## src/rtl/cfgload_pkg.sv

```systemverilog
package cfgload_pkg;

  localparam int unsigned ADDR_W = 14;
  localparam int unsigned WORD_W = 32;

  localparam logic [ADDR_W-1:0] OFS_CTRL  = 14'h0040;
  localparam logic [ADDR_W-1:0] OFS_STAT  = 14'h0044;
  localparam logic [ADDR_W-1:0] OFS_FSIZE = 14'h0048;
  localparam logic [ADDR_W-1:0] OFS_USED  = 14'h004C;
  localparam logic [ADDR_W-1:0] OFS_TOTAL = 14'h0050;
  localparam logic [ADDR_W-1:0] OFS_CUR   = 14'h0054;
  localparam logic [ADDR_W-1:0] OFS_DATA  = 14'h3000;

  localparam int unsigned CTL_EN  = 0;
  localparam int unsigned CTL_RST = 1;
  localparam int unsigned CTL_DMA = 2;

  typedef struct packed {
    logic tmo;
    logic ovf;
    logic dev;
  } err_t;

  // bytes consumed after one more word
  function automatic logic [WORD_W-1:0] advance_bytes(input logic [WORD_W-1:0] cur);
    return cur + 32'd4;
  endfunction

  // true when a half-FIFO burst fits
  function automatic logic burst_room(input logic [31:0] used, input logic [31:0] depth);
    return (depth - used) >= (depth >> 1);
  endfunction

  // status word: bit0 active, bits 3:1 errors, bit16 irq, bit18 done
  function automatic logic [WORD_W-1:0] pack_status(input logic active, input err_t err,
                                                     input logic irq, input logic done);
    return {13'd0, done, 1'b0, irq, 12'd0, err.tmo, err.ovf, err.dev, active};
  endfunction

endpackage

```

## src/rtl/cfgload_fifo.sv

```systemverilog
module cfgload_fifo #(
  parameter int unsigned WIDTH = 32,
  parameter int unsigned DEPTH = 16,
  localparam int unsigned PTR_W = (DEPTH > 1) ? $clog2(DEPTH) : 1,
  localparam int unsigned CNT_W = $clog2(DEPTH + 1)
) (
  input  logic             clk,
  input  logic             rst_n,
  input  logic             flush,
  input  logic             push,
  input  logic [WIDTH-1:0] din,
  input  logic             pop,
  output logic [WIDTH-1:0] dout,
  output logic [CNT_W-1:0] count,
  output logic             full,
  output logic             empty
);

  logic [WIDTH-1:0] mem [DEPTH];
  logic [PTR_W-1:0] wr_ptr, rd_ptr;

  assign full  = (count == CNT_W'(DEPTH));
  assign empty = (count == '0);
  assign dout  = mem[rd_ptr];

  always_ff @(posedge clk) begin
    if (push && !flush) mem[wr_ptr] <= din;
  end

  always_ff @(posedge clk) begin
    if (!rst_n || flush) begin
      wr_ptr <= '0;
      rd_ptr <= '0;
      count  <= '0;
    end else begin
      if (push) wr_ptr <= wr_ptr + 1'b1;
      if (pop)  rd_ptr <= rd_ptr + 1'b1;
      count <= count + CNT_W'(push) - CNT_W'(pop);
    end
  end

endmodule

```

## src/rtl/cfgload_regs.sv

```systemverilog
module cfgload_regs
  import cfgload_pkg::*;
#(
  parameter int unsigned FIFO_DEPTH = 16
) (
  input  logic              clk,
  input  logic              rst_n,
  input  logic              bus_wr,
  input  logic [ADDR_W-1:0] bus_addr,
  input  logic [WORD_W-1:0] bus_wdata,
  output logic [WORD_W-1:0] bus_rdata,
  input  logic [WORD_W-1:0] status_word,
  input  logic [WORD_W-1:0] used_word,
  input  logic [WORD_W-1:0] cur_bytes,
  output logic              ctrl_en,
  output logic              ctrl_rst,
  output logic              ctrl_dma,
  output logic [WORD_W-1:0] total_bytes,
  output logic              enable_rise,
  output logic              disable_wr,
  output logic              data_wr
);

  localparam logic [WORD_W-1:0] SIZE_BYTES = WORD_W'(FIFO_DEPTH * 4);

  logic ctrl_sel, total_sel;
  logic [2:0] ctrl_q;

  assign ctrl_sel    = bus_wr && (bus_addr == OFS_CTRL);
  assign total_sel   = bus_wr && (bus_addr == OFS_TOTAL);
  assign enable_rise = ctrl_sel && bus_wdata[CTL_EN] && !ctrl_q[CTL_EN];
  assign disable_wr  = ctrl_sel && !bus_wdata[CTL_EN];
  assign data_wr     = bus_wr && (bus_addr == OFS_DATA) && ctrl_q[CTL_EN];

  assign ctrl_en  = ctrl_q[CTL_EN];
  assign ctrl_rst = ctrl_q[CTL_RST];
  assign ctrl_dma = ctrl_q[CTL_DMA];

  always_ff @(posedge clk) begin
    if (!rst_n) begin
      ctrl_q      <= '0;
      total_bytes <= '0;
    end else begin
      if (ctrl_sel) ctrl_q <= bus_wdata[2:0];
      if (total_sel && !ctrl_q[CTL_EN]) total_bytes <= bus_wdata;
    end
  end

  always_comb begin
    unique case (bus_addr)
      OFS_CTRL:  bus_rdata = {29'd0, ctrl_q};
      OFS_STAT:  bus_rdata = status_word;
      OFS_FSIZE: bus_rdata = SIZE_BYTES;
      OFS_USED:  bus_rdata = used_word;
      OFS_TOTAL: bus_rdata = total_bytes;
      OFS_CUR:   bus_rdata = cur_bytes;
      default:   bus_rdata = '0;
    endcase
  end

endmodule

```

## src/rtl/cfgload_seq.sv

```systemverilog
module cfgload_seq
  import cfgload_pkg::*;
#(
  parameter int unsigned DONE_TIMEOUT = 64,
  localparam int unsigned TMO_W = $clog2(DONE_TIMEOUT + 1)
) (
  input  logic              clk,
  input  logic              rst_n,
  input  logic              ctrl_en,
  input  logic              ctrl_rst,
  input  logic              enable_rise,
  input  logic              disable_wr,
  input  logic [WORD_W-1:0] total_bytes,
  input  logic              fifo_empty,
  input  logic              overflow_wr,
  input  logic              cfg_ready,
  input  logic              cfg_done,
  input  logic              cfg_err,
  output logic              armed,
  output logic              cfg_valid,
  output logic              accept,
  output logic [WORD_W-1:0] cur_bytes,
  output err_t              err,
  output logic              irq,
  output logic              done_q
);

  logic err_q, reached, waiting;
  logic complete_evt, tmo_evt, dev_evt, ovf_evt;
  logic [TMO_W-1:0] tmo_cnt;

  assign armed        = ctrl_en && !ctrl_rst;
  assign reached      = (cur_bytes == total_bytes);
  assign cfg_valid    = armed && !irq && !fifo_empty && !reached;
  assign accept       = cfg_valid && cfg_ready;
  assign waiting      = armed && !irq && reached && !done_q;
  assign complete_evt = armed && !irq && reached && done_q;
  assign tmo_evt      = waiting && (tmo_cnt == TMO_W'(DONE_TIMEOUT - 1));
  assign dev_evt      = armed && err_q;
  assign ovf_evt      = overflow_wr;

  always_ff @(posedge clk) begin
    if (!rst_n) begin
      done_q <= 1'b0;
      err_q  <= 1'b0;
    end else begin
      done_q <= cfg_done;
      err_q  <= cfg_err;
    end
  end

  always_ff @(posedge clk) begin
    if (!rst_n) begin
      cur_bytes <= '0;
      err       <= '0;
      tmo_cnt   <= '0;
      irq       <= 1'b0;
    end else begin
      if (enable_rise) begin
        cur_bytes <= '0;
        err       <= '0;
        tmo_cnt   <= '0;
      end else begin
        if (accept)  cur_bytes <= advance_bytes(cur_bytes);
        if (dev_evt) err.dev <= 1'b1;
        if (ovf_evt) err.ovf <= 1'b1;
        if (tmo_evt) err.tmo <= 1'b1;
        if (waiting) tmo_cnt <= tmo_cnt + 1'b1;
      end
      if (disable_wr || enable_rise) begin
        irq     <= 1'b0;
        tmo_cnt <= '0;
      end else if (dev_evt || ovf_evt || tmo_evt || complete_evt) begin
        irq <= 1'b1;
      end
    end
  end

endmodule

```

## src/rtl/cfgload_ctrl.sv

```systemverilog
module cfgload_ctrl
  import cfgload_pkg::*;
#(
  parameter int unsigned FIFO_DEPTH   = 16,
  parameter int unsigned DONE_TIMEOUT = 64
) (
  input  logic        clk,
  input  logic        rst_n,
  input  logic        bus_wr,
  input  logic [13:0] bus_addr,
  input  logic [31:0] bus_wdata,
  output logic [31:0] bus_rdata,
  output logic [31:0] cfg_data,
  output logic        cfg_valid,
  input  logic        cfg_ready,
  input  logic        cfg_done,
  input  logic        cfg_err,
  output logic        cfg_rst,
  output logic        dma_req,
  output logic        irq
);

  localparam int unsigned USED_W = $clog2(FIFO_DEPTH + 1);

  logic              ctrl_en, ctrl_rst, ctrl_dma;
  logic              enable_rise, disable_wr, data_wr;
  logic              fifo_push, fifo_full, fifo_empty, accept, armed, done_q;
  logic [USED_W-1:0] used_cnt;
  logic [31:0]       total_bytes, cur_bytes, status_word;
  err_t              err;

  cfgload_regs #(.FIFO_DEPTH(FIFO_DEPTH)) u_regs (
    .clk(clk), .rst_n(rst_n), .bus_wr(bus_wr), .bus_addr(bus_addr),
    .bus_wdata(bus_wdata), .bus_rdata(bus_rdata), .status_word(status_word),
    .used_word(32'(used_cnt)), .cur_bytes(cur_bytes), .ctrl_en(ctrl_en),
    .ctrl_rst(ctrl_rst), .ctrl_dma(ctrl_dma), .total_bytes(total_bytes),
    .enable_rise(enable_rise), .disable_wr(disable_wr), .data_wr(data_wr)
  );

  assign fifo_push = data_wr && !fifo_full;

  cfgload_fifo #(.WIDTH(32), .DEPTH(FIFO_DEPTH)) u_fifo (
    .clk(clk), .rst_n(rst_n), .flush(disable_wr || enable_rise),
    .push(fifo_push), .din(bus_wdata), .pop(accept), .dout(cfg_data),
    .count(used_cnt), .full(fifo_full), .empty(fifo_empty)
  );

  cfgload_seq #(.DONE_TIMEOUT(DONE_TIMEOUT)) u_seq (
    .clk(clk), .rst_n(rst_n), .ctrl_en(ctrl_en), .ctrl_rst(ctrl_rst),
    .enable_rise(enable_rise), .disable_wr(disable_wr), .total_bytes(total_bytes),
    .fifo_empty(fifo_empty), .overflow_wr(data_wr && fifo_full),
    .cfg_ready(cfg_ready), .cfg_done(cfg_done), .cfg_err(cfg_err),
    .armed(armed), .cfg_valid(cfg_valid), .accept(accept), .cur_bytes(cur_bytes),
    .err(err), .irq(irq), .done_q(done_q)
  );

  assign status_word = pack_status(armed && !irq, err, irq, done_q);
  assign cfg_rst     = ctrl_en && ctrl_rst;
  assign dma_req     = armed && ctrl_dma && !irq &&
                       burst_room(32'(used_cnt), 32'(FIFO_DEPTH));

endmodule

```

## config.mk

```make
export PLATFORM = sky130hd
export DESIGN_NAME = cfgload_ctrl
export DESIGN_NICKNAME = d
export VERILOG_FILES = /design/src/rtl/cfgload_pkg.sv /design/src/rtl/cfgload_fifo.sv /design/src/rtl/cfgload_regs.sv /design/src/rtl/cfgload_seq.sv /design/src/rtl/cfgload_ctrl.sv
export SDC_FILE = /design/constraint.sdc
export NUM_CORES = 1
export LEC_CHECK = 0
export BUFFER_PORTS_ARGS = -buffer_cell sky130_fd_sc_hd__buf_2
export CORE_MARGIN = 1.5
export CORE_UTILIZATION = 61
export DETAILED_ROUTE_END_ITERATION = 10
export GPL_TIMING_DRIVEN = 0
export MAX_ROUTING_LAYER = met4
export PLACE_DENSITY = 0.87
export SYNTH_ARGS = -nofsm -noshare
export SYNTH_HDL_FRONTEND = slang
export SYNTH_SLANG_ARGS = --single-unit
```

## constraint.sdc

```tcl
create_clock -name clk -period 12.7 [get_ports clk]
set_input_delay 2.54 -clock clk [delete_from_list [all_inputs] [get_ports clk]]
set_output_delay 2.54 -clock clk [all_outputs]
set_load 0.05 [all_outputs]
```

# Word level (Yosys, flattened, before mapping)
# Memory sizes are Yosys's and may differ from the RTL's. A register that Yosys moved wholly into a read port is not among the register bits.
# Cells that the tools add are included.
# word_totals
output_inout_bits,68
reg_bits,93
inputBits,52
ram_bits,512
wordCells,82
n_memories,1
# classes
reduce_logical,44
n_lt_le_gt_ge,1
add_sub_neg,7
eq_ne,10
mux,5
bitwise_logic,1
# mem_list
name,depth,width,rd,rd_clocked_by_memory_dff,wr,line_no,text
u_fifo.mem,16,32,1,1,1,cfgload_fifo.sv:19,logic [WIDTH-1:0] mem [DEPTH];
# op_table
cell,count
case mux 32 bit (6 select lines),1
equality test 14 x 7 -> 1 bit (second input constant),6
adder 32 x 3 -> 32 bit (second input constant),1
equality test 32 bit,1
greater-or-equal comparator 32 x 4 -> 1 bit (second input constant),1
logical AND 1 bit,25
equality test 14 bit (second input constant),1
logical NOT 1 bit,10
adder 4 x 1 -> 4 bit (second input constant),2
two-way mux 4 bit,2
adder 7 x 1 -> 7 bit (second input constant),1
equality test 7 x 6 -> 1 bit (second input constant),1
subtractor 5 x 5 -> 6 bit (first input constant),1
adder 5 x 1 -> 5 bit,1
equality test 5 bit (second input constant),1
logical NOT 5 bit,1
logical OR 1 bit,5
subtractor 5 x 1 -> 5 bit,1
OR reduction 2 bit,2
OR reduction 3 bit,1
two-way mux 1 bit,2
NOT 1 bit,1

# Longest topological paths before layout
# logic_depth
word_depth,9
depth_mapped,19
ltp_nobuf,18

# Modules after synthesis
# Synthesis repeated with hierarchy kept, for this count alone.
# unflattened
cells_unflattened,1457
hier_area_um2,24892.6
# by_module_without_submodules
module,seq_area_each_um2,n_inst,area_each_um2,cells_per_inst
cfgload_fifo,15715.1,1,19997.9,884
cfgload_seq,860.8,1,2504.9,304
cfgload_regs,700.7,1,2319.7,258
cfgload_ctrl,0.0,1,70.1,11

# Worst setup path before layout
# No wires, ideal clock.
# synth_timing
path_kind,input to output
startpoint,in bus_addr[5]
endpoint,out bus_rdata[3]
stages,6
required_ns,10.160
path_buffers,1
path_slack_ns,5.793
t_arrival_ns,4.367
cell_sequence,nor4_2 nand4_1 nor4_2 clkbuf_1 a22oi_1 o21ai_0
# synth_via
elab_chain_len,2
elab_cells_between_ends,7
cone_classes,eq/ne (6); mux (1)
# synth_lines
element,line_no,text
"start, declared",cfgload_ctrl.sv:10,"input logic [13:0] bus_addr,"
equality test 14 x 7 -> 1 bit,cfgload_regs.sv:50,unique case (bus_addr)
case mux 32 bit (6 select lines) *,cfgload_regs.sv:50,
"end, declared",cfgload_ctrl.sv:12,"output logic [31:0] bus_rdata,"
# Mark *: on every way between the ends. The rest lies on a longest branch, timed or not.

# Worst setup path after layout
# layout_timing
startpoint,in bus_addr[5]
endpoint,out bus_rdata[12]
# The elaborated chain is that of the path after synthesis.

==> results.md <==
* Drt total wl at approximately 68,000 um
* Grt ovf at 0
* Clk root buf: clkbuf_16
* Maximum fanout along the worst path at 10
* Critical Path Sink Type: output port
* Syn_nets at 1,432
* Req. time, crit path at slightly above 10 ns
* Mapped Cells at 1,363
* Hold Path Class: flop to flop
* RR Endpoint: u_fifo.mem[3][28]
* Setup CP Type: input port to output port
* CTS Buffer Depth at 3
* Die Y at approximately 200 um
* Slew Limit Fails at 0
* Layout fillers at 2,320
* Seq/Total Area, Yosys at 70.3%
* Initial Util at 61.9%
* Reg2reg start: u_fifo.count[2]
* DR iter-0 viols at 2,017
* Post_cts resized at 0
* Hold_buf cts at 0
* First-pass GRT wire length at 99,600 um
* Number of remaining DRC errors at 0
* Routed len/inst at 32.0 um
* Flops & latches, synth at ~600
* Setup ws final at 5.17 ns
* Clk Latency, worst-skew pair at approximately 0.63 ns
* P_leak at 0.00916 uW
* # nets final at roughly 1,600
* Die W at 204 um
* FF+latch area at 17,300 um2
* CORE AREA at 39,700 um2
* Final setup violating endpoints at 0
* Die Area at 41,500 um2
* Multi-input logic area at between 7000 and 8000 um2
* Run status: finished, final reports clean
* Clock transition at path regs at 0.06 ns
* Final ANT Viol Nets at 0
* Count leader, synth: edfxtp_1
* DR pass1 iterations at 6
* Routed via count at about 15,000
* Top post-synthesis cells by area: edfxtp_1 (63%), mux4_2 (15%), dfxtp_1 (7.7%), nand2_1 (1.7%), a21boi_0 (0.92%)
* FMAX at 133 MHz
* RSZ-0062 raised after global routing: no
* Number of CTS-inserted buffers at 57
* Cell variety after synth at 72
* Final hold vios at 0
* Power Dens Cells at about 140 nW/um2
* Setup TNS at 0 ns
* Slew HR at 21.5%
* Layout cells sized above 1 at 27.9%
* Number of global-route vias before repair at 14,600
* Warnings from Yosys at 0
* Largest net degree at the start of global routing at 26
* Commonest cells in the netlist: edfxtp_1 (512), mux4_2 (160), nand2_1 (113)
* Worst Skew at 0.0182 ns
* Area Growth Syn to Fin at 15.1%
* Setup Fix Bufs, Post-CTS at 0
* R2R setup slack at 8.63 ns
* Arrival time of the worst setup path at 4.99 ns
* CP startpoint kind: input port
* HPWL Detailed at 42,400 um
* Max-Cap Viols at 0
* Clock Sinks at 607
* Maximum VDD drop at approximately 110 uV
* R2R depth at 9
* Port Buffer Count at 118
* Num ports at 120
* Post-synth top area share at 62.5%
* Htree depth at 2
* Post-synth EDFFs at 512
* GRT Total Usage at 35.0%
* Worst-margin pin slew at 1.18 ns
* Via density at 6.85
* Fin crit period at 7.53 ns
* Initial antenna violation count at 2
* Syn Area/Cell at between 15 and 20 um2
* CTS tree: done
* Ys flop type: edfxtp_1
* Period utilization at just under 60%
* Crit path to: bus_rdata[12]
* Largest area contributor in the netlist: edfxtp_1
* Num rows at 73
* Worst setup path startpoint: bus_addr[5]
* Post-synth ARST share at 0%
* Mapped cell area at between 20,000 and 25,000 um2
* Setup WS pre-CTS at 5.26 ns
* RD Place Congestion at 0.919
[metrics by stage]
step | total power, uW | instance area [um2] | hold slack [ns] | util, % | std cells
after global routing | 4040 | 28300 | 0.507 | 71.2 | 2138
after floorplan | 2210 | 24600 | 0.436 | - | 1363
after detailed placement | 2250 | 26400 | 0.476 | 66.4 | 2030
after CTS | 3970 | 28300 | 0.486 | 71.2 | 2136
final | 3970 | 28300 | 0.482 | 71.2 | 2138
after global placement | 2240 | 25800 | 0.457 | 65.0 | 2006
[worst min path at each step]
| stage | startpoint | end | depth (start not counted) |
|---|---|---|---|
| finish | u_seq.tmo_cnt[6] | u_seq.tmo_cnt[6] | 2 |
| global route | u_seq.tmo_cnt[5] | u_seq.tmo_cnt[5] | 2 |
| detailed placement | u_seq.err[0] | u_seq.err[0] | 2 |
| CTS | u_seq.tmo_cnt[6] | u_seq.tmo_cnt[6] | 2 |
| floorplan | u_seq.err[2] | u_seq.err[2] | 2 |
| global placement | u_seq.tmo_cnt[6] | u_seq.tmo_cnt[6] | 2 |
[critical path, stage by stage]
cell,delay (ns)
buf_2,0.10
nor4_2,0.32
and4_1,0.31
nand3b_1,0.19
nor2_1,0.47
clkbuf_1,0.47
a22o_1,0.28
buf_2,0.29
[logic make-up after synthesis]
family | count (synthesis) | synth area share (%)
fa+ha+maj | 17 | 0.896
mux | 179 | 15.4
simple gates | 305 | 6.49
compound gates | 126 | 3.64
buf+inv | 87 | 1.68
xor+xnor | 42 | 1.59
flops | 607 | 70.3
[final cells by class]
cell class	count	share of cell area (%)
antenna	2	0.0177
buffer	73	1.27
clock buffer	75	5.49
clock inverter	31	1.29
inverter	14	0.186
multi-input combinational	669	24.8
sequential	607	61.0
tap	525	2.32
timing repair buffer	142	3.62
[report_power, final]
part	internal (uW)	leakage (uW)	total (uW)	switching, uW
combinational	9.80	0.00287	49.1	39.3
sequential	2160	0.00536	2160	0.384
clock	1010	0.000921	1770	760
[placed cells by master (no fill, tap or decap), types with 25 or more instances in the layout]
master     count
dfxtp_1       95
mux4_2       160
nor2_1        46
edfxtp_1     512
nand2_1      113
a21oi_1       25
a21boi_0      30
clkbuf_16     58
clkbuf_1      53
buf_2        130
[per-layer routing]
layer	GRT usage [%]	routed length, um	vias to the layer above
met5	-	0	-
met4	15.3	3070	0
met3	4.79	6880	211
met2	56.7	34200	1146
met1	44.9	24400	7432
li1	-	-	5865
[flip-flops by register name, indices dropped and copies added, names as in the netlist, named ones only]
register            cells
u_regs.ctrl_q           3
u_seq.tmo_cnt           7
u_seq.done_q            1
u_seq.err_q             1
u_fifo.mem            512
u_seq.err               3
u_seq.irq               1
u_regs.total_bytes     32
u_fifo.rd_ptr           4
u_fifo.wr_ptr           4
u_fifo.count            5
u_seq.cur_bytes        30
(Power assumes the default switching activity.)
